[src/rtl/msgx_pkg.sv]
package msgx_pkg;

    localparam logic [7:0] CAP_ID = 8'h11;

    typedef enum logic [1:0] {
        RGN_TABLE = 2'b00,
        RGN_PBA   = 2'b01,
        RGN_CAP   = 2'b10,
        RGN_NONE  = 2'b11
    } region_e;

    typedef enum logic [1:0] {
        FLD_ADDR_LO = 2'd0,
        FLD_ADDR_HI = 2'd1,
        FLD_DATA    = 2'd2,
        FLD_CTRL    = 2'd3
    } field_e;

    typedef struct packed {
        logic [63:0] addr;
        logic [31:0] data;
    } msg_t;

    typedef struct packed {
        logic [31:0] addr_lo;
        logic [31:0] addr_hi;
        logic [31:0] data;
        logic        masked;
    } entry_t;

    typedef enum logic {
        DSP_IDLE = 1'b0,
        DSP_BUSY = 1'b1
    } dsp_state_e;

    function automatic logic [31:0] cap_word(logic en, logic fm, logic [10:0] size_m1);
        return {en, fm, 3'b000, size_m1, 8'h00, CAP_ID};
    endfunction

endpackage

[src/rtl/msgx_vec_table.sv]
module msgx_vec_table
    import msgx_pkg::*;
#(
    parameter int NUM_VEC = 8,
    localparam int VW     = $clog2(NUM_VEC),
    localparam int IDX_W  = VW + 2
) (
    input  logic             clk,
    input  logic             rst,
    input  logic             wr_en,
    input  logic             wr_wide,
    input  logic [IDX_W-1:0] wr_idx,
    input  logic [63:0]      wr_data,
    input  logic [IDX_W-1:0] rd_idx,
    output logic [31:0]      rd_data,
    output logic [NUM_VEC-1:0] vmask,
    input  logic [VW-1:0]    pick_idx,
    output msg_t             pick_msg
);

    entry_t ents [NUM_VEC];

    for (genvar v = 0; v < NUM_VEC; v++) begin : g_ent
        logic hit;
        assign hit = wr_en && (wr_idx[IDX_W-1:2] == VW'(v));

        always_ff @(posedge clk) begin
            if (rst) begin
                ents[v].addr_lo <= '0;
                ents[v].addr_hi <= '0;
                ents[v].data    <= '0;
                ents[v].masked  <= 1'b1;
            end else if (hit) begin
                case (field_e'(wr_idx[1:0]))
                    FLD_ADDR_LO: begin
                        ents[v].addr_lo <= {wr_data[31:2], 2'b00};
                        if (wr_wide) ents[v].addr_hi <= wr_data[63:32];
                    end
                    FLD_ADDR_HI: ents[v].addr_hi <= wr_data[31:0];
                    FLD_DATA: begin
                        ents[v].data <= wr_data[31:0];
                        if (wr_wide) ents[v].masked <= wr_data[32];
                    end
                    FLD_CTRL: ents[v].masked <= wr_data[0];
                    default: ;
                endcase
            end
        end

        assign vmask[v] = ents[v].masked;
    end

    logic [VW-1:0] rd_vec;
    assign rd_vec = rd_idx[IDX_W-1:2];

    always_comb begin
        rd_data = '0;
        if (int'(rd_vec) < NUM_VEC) begin
            case (field_e'(rd_idx[1:0]))
                FLD_ADDR_LO: rd_data = ents[rd_vec].addr_lo;
                FLD_ADDR_HI: rd_data = ents[rd_vec].addr_hi;
                FLD_DATA:    rd_data = ents[rd_vec].data;
                FLD_CTRL:    rd_data = {31'b0, ents[rd_vec].masked};
                default:     rd_data = '0;
            endcase
        end
    end

    always_comb begin
        pick_msg.addr = {ents[pick_idx].addr_hi, ents[pick_idx].addr_lo};
        pick_msg.data = ents[pick_idx].data;
    end

endmodule

[src/rtl/msgx_pending.sv]
module msgx_pending #(
    parameter int NUM_VEC = 8,
    localparam int VW     = $clog2(NUM_VEC)
) (
    input  logic               clk,
    input  logic               rst,
    input  logic [NUM_VEC-1:0] set_req,
    input  logic               clr_en,
    input  logic [VW-1:0]      clr_idx,
    input  logic [NUM_VEC-1:0] allow,
    output logic [NUM_VEC-1:0] pend,
    output logic               found,
    output logic [VW-1:0]      pick_idx
);

    logic [NUM_VEC-1:0] clr_vec;
    assign clr_vec = clr_en ? (NUM_VEC'(1) << clr_idx) : '0;

    // a new request in the same cycle as a launch of that vector wins
    always_ff @(posedge clk) begin
        if (rst) pend <= '0;
        else     pend <= (pend & ~clr_vec) | set_req;
    end

    // lowest eligible index: scan downward so the last hit is the smallest
    always_comb begin
        found    = 1'b0;
        pick_idx = '0;
        for (int i = NUM_VEC - 1; i >= 0; i--) begin
            if (pend[i] && allow[i]) begin
                found    = 1'b1;
                pick_idx = VW'(i);
            end
        end
    end

endmodule

[src/rtl/msgx_dispatch.sv]
module msgx_dispatch
    import msgx_pkg::*;
(
    input  logic clk,
    input  logic rst,
    input  logic go,
    input  msg_t in_msg,
    input  logic out_ready,
    output logic out_valid,
    output msg_t out_msg,
    output logic launch
);

    dsp_state_e state;

    assign launch    = (state == DSP_IDLE) && go;
    assign out_valid = (state == DSP_BUSY);

    always_ff @(posedge clk) begin
        if (rst) begin
            state   <= DSP_IDLE;
            out_msg <= '0;
        end else begin
            case (state)
                DSP_IDLE: if (go) begin
                    state   <= DSP_BUSY;
                    out_msg <= in_msg;
                end
                DSP_BUSY: if (out_ready) state <= DSP_IDLE;
                default: state <= DSP_IDLE;
            endcase
        end
    end

endmodule

[src/rtl/msgx_engine.sv]
module msgx_engine
    import msgx_pkg::*;
#(
    parameter int NUM_VEC = 8,
    localparam int VW        = $clog2(NUM_VEC),
    localparam int IDX_W     = VW + 2,
    localparam int AW        = IDX_W + 2,
    localparam int PBA_WORDS = (NUM_VEC + 31) / 32
) (
    input  logic               clk,
    input  logic               rst,
    input  logic [NUM_VEC-1:0] irq_req,
    input  logic               msi_active,
    input  logic               reg_we,
    input  logic               reg_wide,
    input  logic [AW-1:0]      reg_addr,
    input  logic [63:0]        reg_wdata,
    output logic [31:0]        reg_rdata,
    output logic               msg_valid,
    input  logic               msg_ready,
    output logic [63:0]        msg_addr,
    output logic [31:0]        msg_data
);

    region_e          region;
    logic [IDX_W-1:0] index;
    assign region = region_e'(reg_addr[AW-1:AW-2]);
    assign index  = reg_addr[IDX_W-1:0];

    // message control bits
    logic en_q, fmask;
    always_ff @(posedge clk) begin
        if (rst) begin
            en_q  <= 1'b0;
            fmask <= 1'b0;
        end else if (reg_we && region == RGN_CAP && index == '0) begin
            en_q  <= reg_wdata[31];
            fmask <= reg_wdata[30];
        end
    end

    logic live_en;
    assign live_en = en_q && !msi_active;

    logic [31:0]        tbl_rdata;
    logic [NUM_VEC-1:0] vmask;
    logic [VW-1:0]      pick_idx;
    msg_t               pick_msg;

    msgx_vec_table #(.NUM_VEC(NUM_VEC)) u_table (
        .clk      (clk),
        .rst      (rst),
        .wr_en    (reg_we && region == RGN_TABLE),
        .wr_wide  (reg_wide),
        .wr_idx   (index),
        .wr_data  (reg_wdata),
        .rd_idx   (index),
        .rd_data  (tbl_rdata),
        .vmask    (vmask),
        .pick_idx (pick_idx),
        .pick_msg (pick_msg)
    );

    logic [NUM_VEC-1:0] pend;
    logic [NUM_VEC-1:0] allow;
    logic               found;
    logic               launch;

    assign allow = ~vmask & {NUM_VEC{~fmask}};

    msgx_pending #(.NUM_VEC(NUM_VEC)) u_pend (
        .clk      (clk),
        .rst      (rst),
        .set_req  (irq_req & {NUM_VEC{live_en}}),
        .clr_en   (launch),
        .clr_idx  (pick_idx),
        .allow    (allow),
        .pend     (pend),
        .found    (found),
        .pick_idx (pick_idx)
    );

    msg_t out_msg;

    msgx_dispatch u_dsp (
        .clk       (clk),
        .rst       (rst),
        .go        (found && live_en),
        .in_msg    (pick_msg),
        .out_ready (msg_ready),
        .out_valid (msg_valid),
        .out_msg   (out_msg),
        .launch    (launch)
    );

    assign msg_addr = out_msg.addr;
    assign msg_data = out_msg.data;

    logic [PBA_WORDS*32-1:0] pba_flat;
    assign pba_flat = {{(PBA_WORDS*32-NUM_VEC){1'b0}}, pend};

    always_comb begin
        reg_rdata = '0;
        case (region)
            RGN_TABLE: reg_rdata = tbl_rdata;
            RGN_PBA:   if (int'(index) < PBA_WORDS) reg_rdata = pba_flat[int'(index)*32 +: 32];
            RGN_CAP:   if (index == '0) reg_rdata = cap_word(en_q, fmask, 11'(NUM_VEC - 1));
            default:   reg_rdata = '0;
        endcase
    end

endmodule

[config.mk]
export PLATFORM = sky130hd
export DESIGN_NAME = msgx_engine
export DESIGN_NICKNAME = d
export VERILOG_FILES = /design/src/rtl/msgx_pkg.sv /design/src/rtl/msgx_vec_table.sv /design/src/rtl/msgx_pending.sv /design/src/rtl/msgx_dispatch.sv /design/src/rtl/msgx_engine.sv
export SDC_FILE = /design/constraint.sdc
export NUM_CORES = 2
export LEC_CHECK = 0
export BUFFER_PORTS_ARGS = -buffer_cell sky130_fd_sc_hd__clkbuf_2
export CORE_MARGIN = 2
export CORE_UTILIZATION = 45
export CTS_CLUSTER_DIAMETER = 50
export DETAILED_ROUTE_END_ITERATION = 8
export GPL_TIMING_DRIVEN = 0
export PLACE_DENSITY = 0.68
export SLEW_MARGIN = 20
export SYNTH_ARGS = -nofsm -noshare
export SYNTH_HDL_FRONTEND = slang
export SYNTH_HIERARCHICAL = 1
export SYNTH_SLANG_ARGS = --single-unit
[constraint.sdc]
create_clock -name clk -period 3.37 [get_ports clk]
set_clock_uncertainty 0.1 [all_clocks]
set_input_delay 0.337 -clock clk [delete_from_list [all_inputs] [get_ports clk]]
set_output_delay 0.337 -clock clk [all_outputs]
set_load 0.05 [all_outputs]
==> summary.txt <==
Status
  • Status: finished with violations
  • Failing checks: design-rule violations, negative setup slack

Worst hold path
  • Min-Delay Path Class: in -> reg
  • Hold-critical path depth: 2

GRT
  • Initial antenna violation count: 15
  • Grt total ovfl: 0
  • Largest net degree at the start of global routing: 31
  • First-pass GRT wire length: roughly 260,000 um
  • Vias in the first global route: between 30,000 and 40,000
  • Total track usage: 34.5%

CTS
  • CTS H-Tree Depth: 3
  • Clock root cell: clkbuf_16
  • CTS Buffer Depth: 3
  • Clock sink count: 867
  • Clock-pin slew on the worst setup and hold paths: 60 ps
  • TritonCTS buffer count: around 110
  • CTS tree: done
  • Worst skew pair latency: 690 ps

Final layout
  • Commonest non-fill, non-tap cell in the layout: edfxtp_1
  • Layout Cells excl Fill: 5,157
  • Layout cells sized above 1: between 30% and 40%
  • Layout area overhead: 17.9%
  • Fin nets: between 3,000 and 4,000
  • Most frequent cells in the layout: edfxtp_1 (760), and2_1 (518), mux4_2 (300)

STA
  • RSZ-0062 raised after global routing: yes
  • Slew Limit Fails: 0
  • Final Hold Vio Count: 0
  • Rel. slew slack: roughly a fifth
  • Hold Slack: 9.02 ps
  • Fin crit share: 104%
  • Final setup violation count: between 60 and 70
  • Minimum clock period: 3510 ps
  • Max Fclk: approximately 0.28 GHz
  • Slew of the pin with the lowest slew margin: 1200 ps
  • Post-route setup TNS: -2150 ps
  • Worst setup margin: -143 ps

Synth
  • Post-synthesis mux area share: 20.1%
  • Synth Area in XOR/XNOR: 0%
  • Dominant synthesized flop cell: edfxtp_1
  • Area fraction in compound gates after synthesis: 9.33%
  • Library cells used by synthesis: 52
  • Post-synth EDFFs: between 700 and 800
  • Flops & latches, synth: between 800 and 900
  • Avg Cell Area, Syn: approximately 14 sq um
  • Synth Cell Area: ~47,000 sq um
  • Fraction of registers with async set or reset after synthesis: 0%
  • Syn Inst Count: 3,338
  • Simple-gate portion of the synthesized area: between 10% and 20%
  • Register area share after synthesis: 53.3%
  • Adder-Cell Fraction of Synth Area: 0%
  • Largest family of logic cells by synthesized area: multiplexers
  • Yosys warns: 6

Critical path
  • Worst Path Arrival: between 3000 and 4000 ps
  • Worst r2r path cells: 9
  • CP max-delay cell: clkbuf_1
  • Worst path depth: 9
  • Crit-path cells: buf_4 -> nor2_1 -> a22oi_1 -> nor2b_1 -> nor2_4 -> clkbuf_1 -> mux2_2 -> nand4bb_2 -> o21ai_0
  • Worst Path Max Fanout: 12
  • Critical Path Start Type: flop
  • Buf/Inv on CP: 2
  • Kind of critical path: reg -> reg
  • CP max stage delay: 930 ps
  • Critical path endpoint category: flop
  • Top delay family on crit path: buffers and inverters
  • CP Data Required Time: ~3800 ps

Routing
  • Total Wirelength: approximately 190,000 um
  • Initial DRC Count: 6,070
  • DR vias: roughly 35,000
  • Post-DR wirelength/cell: ~37 um
  • Post-DRT Antenna Nets: 0
  • DR pass1 iterations: 9
  • DRC Markers: 1
  • Vias per cell: around 6.8

Place
  • Port Buffers: ~180
  • Dpl hpwl: between 100,000 and 150,000 um
  • Placer Congestion: 1.04
  • Placed insts: ~4,900

Pwr
  • Switch Pwr: 6.78 mW
  • Cell Pwr Density: a little under 500 nW/um^2
  • Cell-internal power: 20.4 mW
  • Worst-case vdd ir drop: about 0.47 mV
  • Power share of the combinational group: ~9.8%
  • Sw frac: roughly a quarter
  • Static Leakage: 19.3 nW
  • Clock power frac: approximately 45%
  • Sequential power share: roughly 46%

Die
  • Initial Utilization: 45.3%
  • Die Y: ~330 um
  • Num ports: ~210
  • Core box area: 103,000 sq um
  • Rows: 118
  • Die X: around 330 um
  • Die Area: roughly 110,000 sq um

Job
  • MaxCap Viol Count: 0
-- area by class of cell --
| cell class | count | area [sq um] |
|---|---|---|
| Antenna cell | 4 | 10.0 |
| Buffer | 396 | 2440 |
| Clock buffer | 144 | 3220 |
| Clock inverter | 60 | 547 |
| Fill cell | 8605 | 48100 |
| Inverter | 1 | 3.75 |
| Multi-Input combinational cell | 2071 | 20600 |
| Sequential cell | 867 | 25000 |
| Tap cell | 1380 | 1730 |
| Timing Repair Buffer | 234 | 1740 |
-- synth_stat cells (10+ instances only) --
| library cell | count | area (sq um) |
|---|---|---|
| dfxtp_1 | 107 | 2140 |
| buf_1 | 42 | 158 |
| a22o_1 | 257 | 2250 |
| and2_1 | 522 | 3270 |
| o211ai_1 | 17 | 128 |
| mux2_2 | 94 | 1060 |
| nand4bb_1 | 99 | 1110 |
| mux4_2 | 300 | 6760 |
| buf_2 | 105 | 526 |
| nor3_1 | 10 | 50.1 |
| edfxtp_1 | 760 | 22800 |
| nor2b_1 | 10 | 62.6 |
| nand4_1 | 13 | 81.3 |
| mux2i_1 | 160 | 1600 |
| a221oi_1 | 48 | 420 |
| nand2b_1 | 132 | 826 |
| o21ai_2 | 29 | 254 |
| nor2_1 | 64 | 240 |
| buf_4 | 33 | 248 |
| o21bai_1 | 16 | 120 |
| nand2_1 | 32 | 120 |
| clkbuf_1 | 197 | 739 |
| a21oi_1 | 27 | 135 |
| a22oi_1 | 72 | 541 |
| clkbuf_2 | 16 | 80.1 |
| nand3_1 | 47 | 235 |
| o21ai_0 | 78 | 390 |
-- through the flow --
step	cell area [sq um]	util, %	power [mW]	setup WS (ps)
2_1_floorplan	46900	-	13.9	70.5
5_1_grt	55200	53.4	27.7	-19.9
3_5_place_dp	50200	48.5	15.0	-1760
3_3_place_gp	49500	47.9	14.9	-2400
6_report	55200	53.5	27.2	-143
4_1_cts	54900	53.1	27.0	-14.2
-- power by group through the flow --
stage	logic, mW	clock network, mW	registers (mW)
after global placement	2.32	0	12.6
after floorplan	1.36	0	12.5
after detailed placement	2.42	0	12.6
after global routing	2.69	12.5	12.4
final	2.67	12.1	12.4
after CTS	2.53	12.1	12.4
-- state kept, by name (all words and copies together), names as in the netlist --
register,cells
en_q,1
fmask,1
u_dsp/out_msg,96
u_dsp/out_valid,1
u_pend/pend,8
u_table/ents,760
-- worst paths after layout --
| kind | from | end | slack [ps] |
|---|---|---|---|
| max reg2reg | u_table/ents[5][0] | u_dsp/out_msg[20] | -140 |
| min reg2reg | u_dsp/out_msg[51] | u_dsp/out_msg[51] | 370 |
| min | reg_wdata[10] | u_table/ents[5][43] | 9 |
| max | u_table/ents[5][0] | u_dsp/out_msg[20] | -140 |
-- cells by family after synthesis --
family,Yosys count
buf+inv,401
flops,867
mux,554
compound gates,561
other cells,1
simple gates,954
-- layer usage --
metal	wire length, um	track usage (%)
met5	102	0
met2	81600	50.7
met1	65300	43.3
met4	14700	22.0
met3	26800	12.5
-- what timing repair did --
action / 4_1_cts / 5_1_grt
hold endpoints to repair: 54 / 2
setup buffers: 6 / 1
pin swaps: 6 / 1
gates resized for setup: 218 / 111
hold buffers: 22 / 2
setup endpoints to repair: 127 / 165
Note: power is estimated with default switching activity, not from simulation.
